==> src/rtl/splitMeasPkg.sv <==
package splitMeasPkg;
  localparam int NUM_CH = 4;
  localparam int MSB_W  = 8;
  localparam int LSB_W  = 2;
  localparam int MEAS_W = MSB_W + LSB_W;
  localparam int PACK_W = NUM_CH * LSB_W;

  // strobes passed from control to datapath each cycle
  typedef struct packed {
    logic              rdAny;
    logic              rdLsb;
    logic [NUM_CH-1:0] rdMsb;
    logic [NUM_CH-1:0] loadMsb;
    logic              loadLsb;
  } ctlStrobeT;
endpackage

==> src/rtl/splitMeasCtl.sv <==
module splitMeasCtl
  import splitMeasPkg::*;
#(
  parameter int                       ADDR_W    = 8,
  parameter logic [ADDR_W-1:0]        LSB_ADDR  = 8'h14,
  parameter logic [NUM_CH*ADDR_W-1:0] MSB_ADDRS = {8'h13, 8'h12, 8'h11, 8'h10}
) (
  input  logic              clk,
  input  logic              rst,
  input  logic              rdEn,
  input  logic [ADDR_W-1:0] rdAddr,
  output ctlStrobeT         strb,
  output logic [NUM_CH-1:0] msbFrz,
  output logic              lsbFrz
);
  logic [NUM_CH-1:0] msbHit;
  logic [NUM_CH-1:0] msbFrzNext;
  logic              lsbHit;
  logic              lsbFrzNext;

  assign lsbHit = rdEn && (rdAddr == LSB_ADDR);

  for (genvar c = 0; c < NUM_CH; c++) begin : g_dec
    assign msbHit[c] = rdEn && (rdAddr == MSB_ADDRS[c*ADDR_W +: ADDR_W]);
    // packed read arms every channel; own read disarms it
    assign msbFrzNext[c] = lsbHit | (msbFrz[c] & ~msbHit[c]);
  end

  // packed register opens only when every upper byte has been drained
  assign lsbFrzNext = lsbHit | (lsbFrz & (|msbFrzNext));

  always_comb begin
    strb.rdAny   = rdEn;
    strb.rdLsb   = lsbHit;
    strb.rdMsb   = msbHit;
    strb.loadMsb = ~msbFrzNext;
    strb.loadLsb = ~lsbFrzNext;
  end

  always_ff @(posedge clk) begin
    if (rst) begin
      msbFrz <= '0;
      lsbFrz <= 1'b0;
    end else begin
      msbFrz <= msbFrzNext;
      lsbFrz <= lsbFrzNext;
    end
  end
endmodule

==> src/rtl/splitMeasDp.sv <==
module splitMeasDp
  import splitMeasPkg::*;
(
  input  logic                     clk,
  input  logic                     rst,
  input  logic [NUM_CH-1:0]        newValid,
  input  logic [NUM_CH*MEAS_W-1:0] newData,
  input  ctlStrobeT                strb,
  output logic [MSB_W-1:0]         rdData
);
  logic [MEAS_W-1:0] shadow     [NUM_CH];
  logic [MEAS_W-1:0] shadowNext [NUM_CH];
  logic [MSB_W-1:0]  msbReg     [NUM_CH];
  logic [LSB_W-1:0]  lsbReg     [NUM_CH];
  logic [PACK_W-1:0] packedLsb;
  logic [MSB_W-1:0]  msbSel;

  for (genvar c = 0; c < NUM_CH; c++) begin : g_ch
    assign shadowNext[c] = newValid[c] ? newData[c*MEAS_W +: MEAS_W] : shadow[c];
    assign packedLsb[c*LSB_W +: LSB_W] = lsbReg[c];

    always_ff @(posedge clk) begin
      if (rst) begin
        shadow[c] <= '0;
        msbReg[c] <= '0;
        lsbReg[c] <= '0;
      end else begin
        shadow[c] <= shadowNext[c];
        if (strb.loadMsb[c]) msbReg[c] <= shadowNext[c][MEAS_W-1:LSB_W];
        if (strb.loadLsb)    lsbReg[c] <= shadowNext[c][LSB_W-1:0];
      end
    end
  end

  always_comb begin
    msbSel = '0;
    for (int c = 0; c < NUM_CH; c++) begin
      if (strb.rdMsb[c]) msbSel = msbSel | msbReg[c];
    end
  end

  always_ff @(posedge clk) begin
    if (rst) begin
      rdData <= '0;
    end else if (strb.rdAny) begin
      rdData <= strb.rdLsb ? packedLsb : msbSel;
    end
  end
endmodule

==> src/rtl/splitMeasLatch.sv <==
module splitMeasLatch
  import splitMeasPkg::*;
#(
  parameter int                       ADDR_W    = 8,
  parameter logic [ADDR_W-1:0]        LSB_ADDR  = 8'h14,
  parameter logic [NUM_CH*ADDR_W-1:0] MSB_ADDRS = {8'h13, 8'h12, 8'h11, 8'h10}
) (
  input  logic                     clk,
  input  logic                     rst,
  input  logic [NUM_CH-1:0]        newValid,
  input  logic [NUM_CH*MEAS_W-1:0] newData,
  input  logic                     rdEn,
  input  logic [ADDR_W-1:0]        rdAddr,
  output logic [MSB_W-1:0]         rdData
);
  ctlStrobeT         strb;
  logic [NUM_CH-1:0] msbFrz;
  logic              lsbFrz;

  splitMeasCtl #(
    .ADDR_W   (ADDR_W),
    .LSB_ADDR (LSB_ADDR),
    .MSB_ADDRS(MSB_ADDRS)
  ) u_ctl (
    .clk   (clk),
    .rst   (rst),
    .rdEn  (rdEn),
    .rdAddr(rdAddr),
    .strb  (strb),
    .msbFrz(msbFrz),
    .lsbFrz(lsbFrz)
  );

  splitMeasDp u_dp (
    .clk     (clk),
    .rst     (rst),
    .newValid(newValid),
    .newData (newData),
    .strb    (strb),
    .rdData  (rdData)
  );
endmodule

==> config.mk <==
export PLATFORM = sky130hd
export DESIGN_NAME = splitMeasLatch
export DESIGN_NICKNAME = d
export VERILOG_FILES = /design/src/rtl/splitMeasPkg.sv /design/src/rtl/splitMeasCtl.sv /design/src/rtl/splitMeasDp.sv /design/src/rtl/splitMeasLatch.sv
export SDC_FILE = /design/constraint.sdc
export NUM_CORES = 1
export LEC_CHECK = 0
export BUFFER_PORTS_ARGS = -buffer_cell sky130_fd_sc_hd__buf_2
export CORE_MARGIN = 1
export CORE_UTILIZATION = 60
export DETAILED_ROUTE_END_ITERATION = 10
export PLACE_DENSITY = 0.84
export SLEW_MARGIN = 5
export SYNTH_ARGS = -nofsm -noshare
export SYNTH_HDL_FRONTEND = slang
export SYNTH_HIERARCHICAL = 1
export SYNTH_SLANG_ARGS = --single-unit
==> constraint.sdc <==
create_clock -name clk -period 4.9 [get_ports clk]
set_input_delay 0.98 -clock clk [delete_from_list [all_inputs] [get_ports clk]]
set_output_delay 0.98 -clock clk [all_outputs]
set_load 0.02 [all_outputs]
# --- Yosys cells after proc, flatten, opt, wreduce, memory -nomap -nowiden ---
# Memories as Yosys holds them, arrays and structs flattened.
# Cells that the tools add are included.
op_classes:
  addsub: 0
  multipliers: 0
  n_div: 0
  magnitude_cmp: 0
  n_eq_ne: 5
  shift: 0
  muxes: 39
  bitwise: 30
  reduce_logical: 6
op_table:
  columns: ["cell", "count"]
  rows:
  - ["$mux 10", 8]
  - ["$mux 8", 9]
  - ["$eq 8x5->1 const B", 5]
  - ["$or 8x8->8", 3]
  - ["$mux 1", 18]
  - ["$or 1x1->1", 17]
  - ["$mux 2", 4]
  - ["$and 1x1->1", 5]
  - ["$logic_and 1x1->1", 5]
  - ["$not 1->1", 4]
  - ["$not 4->4", 1]
  - ["$reduce_or 4->1", 1]
totals:
  register_bits: 13
  latchBits: 0
  ramBits: 80
  mem_bits_ro: 0
  in_bits: 55
  word_cells: 86
  mem_count: 3
memory_table:
  columns: ["memory", "words", "word_bits", "read_ports", "rd_ports_with_merged_regs", "write_ports", "line_no", "rtl"]
  rows:
  - ["u_dp.shadow", 4, 10, 4, 0, 4, "splitMeasDp.sv:11", "logic [MEAS_W-1:0] shadow [NUM_CH];"]
  - ["u_dp.msbReg", 4, 8, 4, 0, 4, "splitMeasDp.sv:13", "logic [MSB_W-1:0] msbReg [NUM_CH];"]
  - ["u_dp.lsbReg", 4, 2, 4, 0, 4, "splitMeasDp.sv:14", "logic [LSB_W-1:0] lsbReg [NUM_CH];"]

# --- Longest topological paths before layout ---
depth:
  depth_word: 12
  mapped_depth: 8

# --- By module ---
# Netlist, hierarchy kept.
modules_own_cells:
  columns: ["mod", "instances", "cells_each", "area_per_inst_um2", "seq_area_each_um2"]
  rows:
  - ["splitMeasDp", 1, 279, 3549.7, 2162.1]
  - ["splitMeasCtl", 1, 48, 394.1, 100.1]

# --- Least setup slack after synthesis ---
# OpenSTA, ideal clock, no wires.
synth_path:
  path_type: "input -> register"
  startpoint: "input port rdAddr[5]"
  endpoint: "memory u_dp.lsbReg[0][0], enable pin"
  t_arrival_ps: 2490
  required_ps: 4571
  path_slack_ps: 2081
  stages: 5
  path_buffers: 0
  path_cell_list: "or4b_4 > nor3_2 > a31oi_1 > o22ai_1 > or2_1"
synth_lines:
  columns: ["item", "line_no", "rtl"]
  rows:
  - ["start: declaration", "splitMeasLatch.sv:13", "input logic [ADDR_W-1:0] rdAddr,"]
  - ["end: declaration", "splitMeasDp.sv:14", null]

==> results_dict.tcl <==
set metrics [dict create \
    status "finished, final reports clean" \
    async_flop_share_pct 0 \
    critical_path_required_ns 5.18 \
    slowest_stage "nor3b_1" \
    cp_cell_sequence "buf_2, or4b_4, nor3_2, nor3b_1, a22o_1, a221oi_2, a211oi_2" \
    netlist-cell-type-count 38 \
    root_buffer "clkbuf_8" \
    synth.top_cells.by_area "edfxtp_1 (30%), dfxtp_1 (27%), mux2i_1 (10%), and2_1 (6.5%), nor2_1 (4.4%)" \
    ys_ff_latch 93 \
    wl_per_cell_um 16.3 \
    worst_slew_pin_slew_ns 1.10 \
    fp.coreArea_mm2 0.00635 \
    die-area_mm2 0.00690 \
    slowest_delay_ns 0.82 \
    final_cell_mix "buf_2 (62), dfxtp_1 (53), nor2_1 (46)" \
    gr-total-overflow 0 \
    drv_cap 0 \
    power.density_mw_per_mm2 332 \
    routed_wl_um 7570 \
    diodes 0 \
    hpwl_um 5390 \
    final_cells 464 \
    clock_skew_ns 0.00784 \
    p_leak_uw 0.00190 \
    die-height_um 83.1 \
    fin_crit_sh_pct 60.3 \
    yosysSeqAreaShare_pct 57.4 \
    grt_pass1_wl_um 12300 \
    initial_core_util_pct 62.1 \
    port_buffers 62 \
    antenna_found_initial 0 \
    dr.pass1.iters 4 \
    cp-start-kind "input pin" \
    cts_resized 0 \
    avgViaCountPerCell 5.76 \
    slew_violations 0 \
    syn_to_final_growth_pct 11.8 \
    finalHoldViolCount 0 \
    yosysTopAreaCellShare_pct 30.5 \
    drive_gt1_share_pct 26.1 \
    groute.usage.overall_pct 23.1 \
    yosys.area.top_type "edfxtp_1" \
    crit_arrival_ns 3.24 \
    cts_tree "yes" \
    clock_latency_ns 0.36 \
    htreeDepth 3 \
    grt_pass1_vias 2604 \
    worstSetupEndpointType "flop" \
    crit_fanout 8 \
    combPwrFrac_pct 7.0 \
    max_freq_mhz 338 \
    maxSlewHeadroom_pct 26.8 \
    grt_max_degree 58 \
    route.vias.total 2674 \
    antenna_left 0 \
    syn-instance-count 327 \
    finalCriticalPeriod_ns 2.96 \
    p_seq_share_pct 58.9 \
    dieWidth_um 83.1 \
    setup_violations 0 \
    fin_nets 437 \
    dpl.cell_count 448 \
    synth_edf_count 40 \
    ioPinCount 63 \
    hp-class "reg -> reg" \
    holdBufCountCts 0 \
    switching_power_uw 320 \
    drt_iter0_drc 178 \
    switching_share_pct 21.9 \
    worstPathBufferInverterCount 1 \
    p_clk_share_pct 34.1 \
    ys_warn_count 6 \
    gp_congestion 0.798 \
    clkTransAtPathRegs_ns 0.08 \
    cts_setup_buffers 0 \
    ir_drop_uv 244 \
    layout_commonest_cell "buf_2" \
    clock-sinks 93 \
    numCtsBuffers 9 \
    synth_area_mm2 0.00394 \
    p_int_uw 1140 \
    rsz0062_at_grt "no" \
    ys.flop_type "dfxtp_1" \
    synth_fp_nets 382 \
    critPathKind "in -> reg" \
    drc_errors 0 \
    final_util_pct 69.4 \
    setup_tns_ns 0 \
    cts.path.max_buffers 2 \
    crit_family "simple AND/OR/NAND/NOR gates" \
    rows 29 \
    synth.avg_cell_area_um2 12.1 \
]
==> worst min-delay path, delay by kind of cell, from the launching register on <==
kind	cells	cell delay (ns)
flops	1	0.32
mux	1	0.06
simple gates	1	0.10
==> power by group through the flow <==
stage | clock network [uW] | registers [uW] | logic (uW)
after CTS | 508 | 861 | 103
after detailed placement | 0 | 879 | 103
final | 498 | 861 | 103
after global placement | 0 | 878 | 99.5
after floorplan | 0 | 872 | 73.0
after global routing | 545 | 864 | 114
==> routing by layer <==
layer  part of all wire, %  global-route usage (%)
met1                    43                    30.3
met2                    48                    35.9
met3                   6.5                    5.27
met4                   2.8                    12.2
met5                     0                       0
==> synth_stat cells, types with 2 or more instances <==
library cell / instances
buf_6: 7
nand2b_1: 2
clkbuf_1: 2
or2_2: 4
and2_1: 41
a21oi_1: 2
inv_1: 4
nor3_2: 8
buf_2: 8
nor2_1: 46
dfxtp_1: 53
edfxtp_1: 40
nor3_1: 2
buf_4: 3
a22o_1: 15
mux2i_1: 41
o41ai_1: 2
nor2b_1: 8
nand2_1: 2
o21a_1: 2
o22ai_1: 9
a31oi_1: 3
nor4_2: 8
==> cells by family (layout without fill, tap and decap cells) <==
logic type | count (synthesis) | count (layout) | synth area share [%]
flops | 93 | 93 | 57.4
buf+inv | 24 | 84 | 4.16
compound gates | 39 | 39 | 7.84
simple gates | 130 | 130 | 20.2
mux | 41 | 41 | 10.4
==> final cells by class <==
cell class	count	area [um^2]
Timing Repair Buffer	64	325
Multi-Input combinational cell	210	1520
Tap cell	77	96.3
Fill cell	470	1940
Clock buffer	11	141
Inverter	4	15.0
Sequential cell	93	2260
Clock inverter	5	50.0
==> state kept, by name (all words and copies together), names as in the netlist <==
register / flops
u_dp/rdData: 8
u_ctl/lsbFrz: 1
u_dp/shadow: 40
u_ctl/msbFrz: 4
u_dp/msbReg: 32
u_dp/lsbReg: 8
==> metrics by stage <==
| step | area [um^2] | power, uW | worst slack, ns | hold slack, ns |
|---|---|---|---|---|
| floorplan | 3940 | 945 | 2.08 | 0.462 |
| global placement | 4220 | 978 | 1.62 | 0.483 |
| global route | 4410 | 1520 | 1.86 | 0.546 |
| CTS | 4410 | 1470 | 1.96 | 0.514 |
| detailed placement | 4220 | 982 | 1.58 | 0.492 |
| finish | 4410 | 1460 | 1.94 | 0.506 |
==> final timing paths <==
kind | startpoint | to | slack [ns] | cells after the start
max | rdAddr[5] | u_dp/rdData[6]$_SDFFE_PP0P_ | 1.94 | 7
min reg2reg | u_dp/shadow[2][7]$_SDFF_PP0_ | u_dp/shadow[2][7]$_SDFF_PP0_ | 0.51 | 2
max reg2reg | u_ctl/msbFrz[2]$_SDFF_PP0_ | u_dp/lsbReg[2][0]$_SDFFCE_PN0P_ | 2.70 | 5
min | u_dp/shadow[2][7]$_SDFF_PP0_ | u_dp/shadow[2][7]$_SDFF_PP0_ | 0.51 | 2
(Power assumes the default switching activity.)
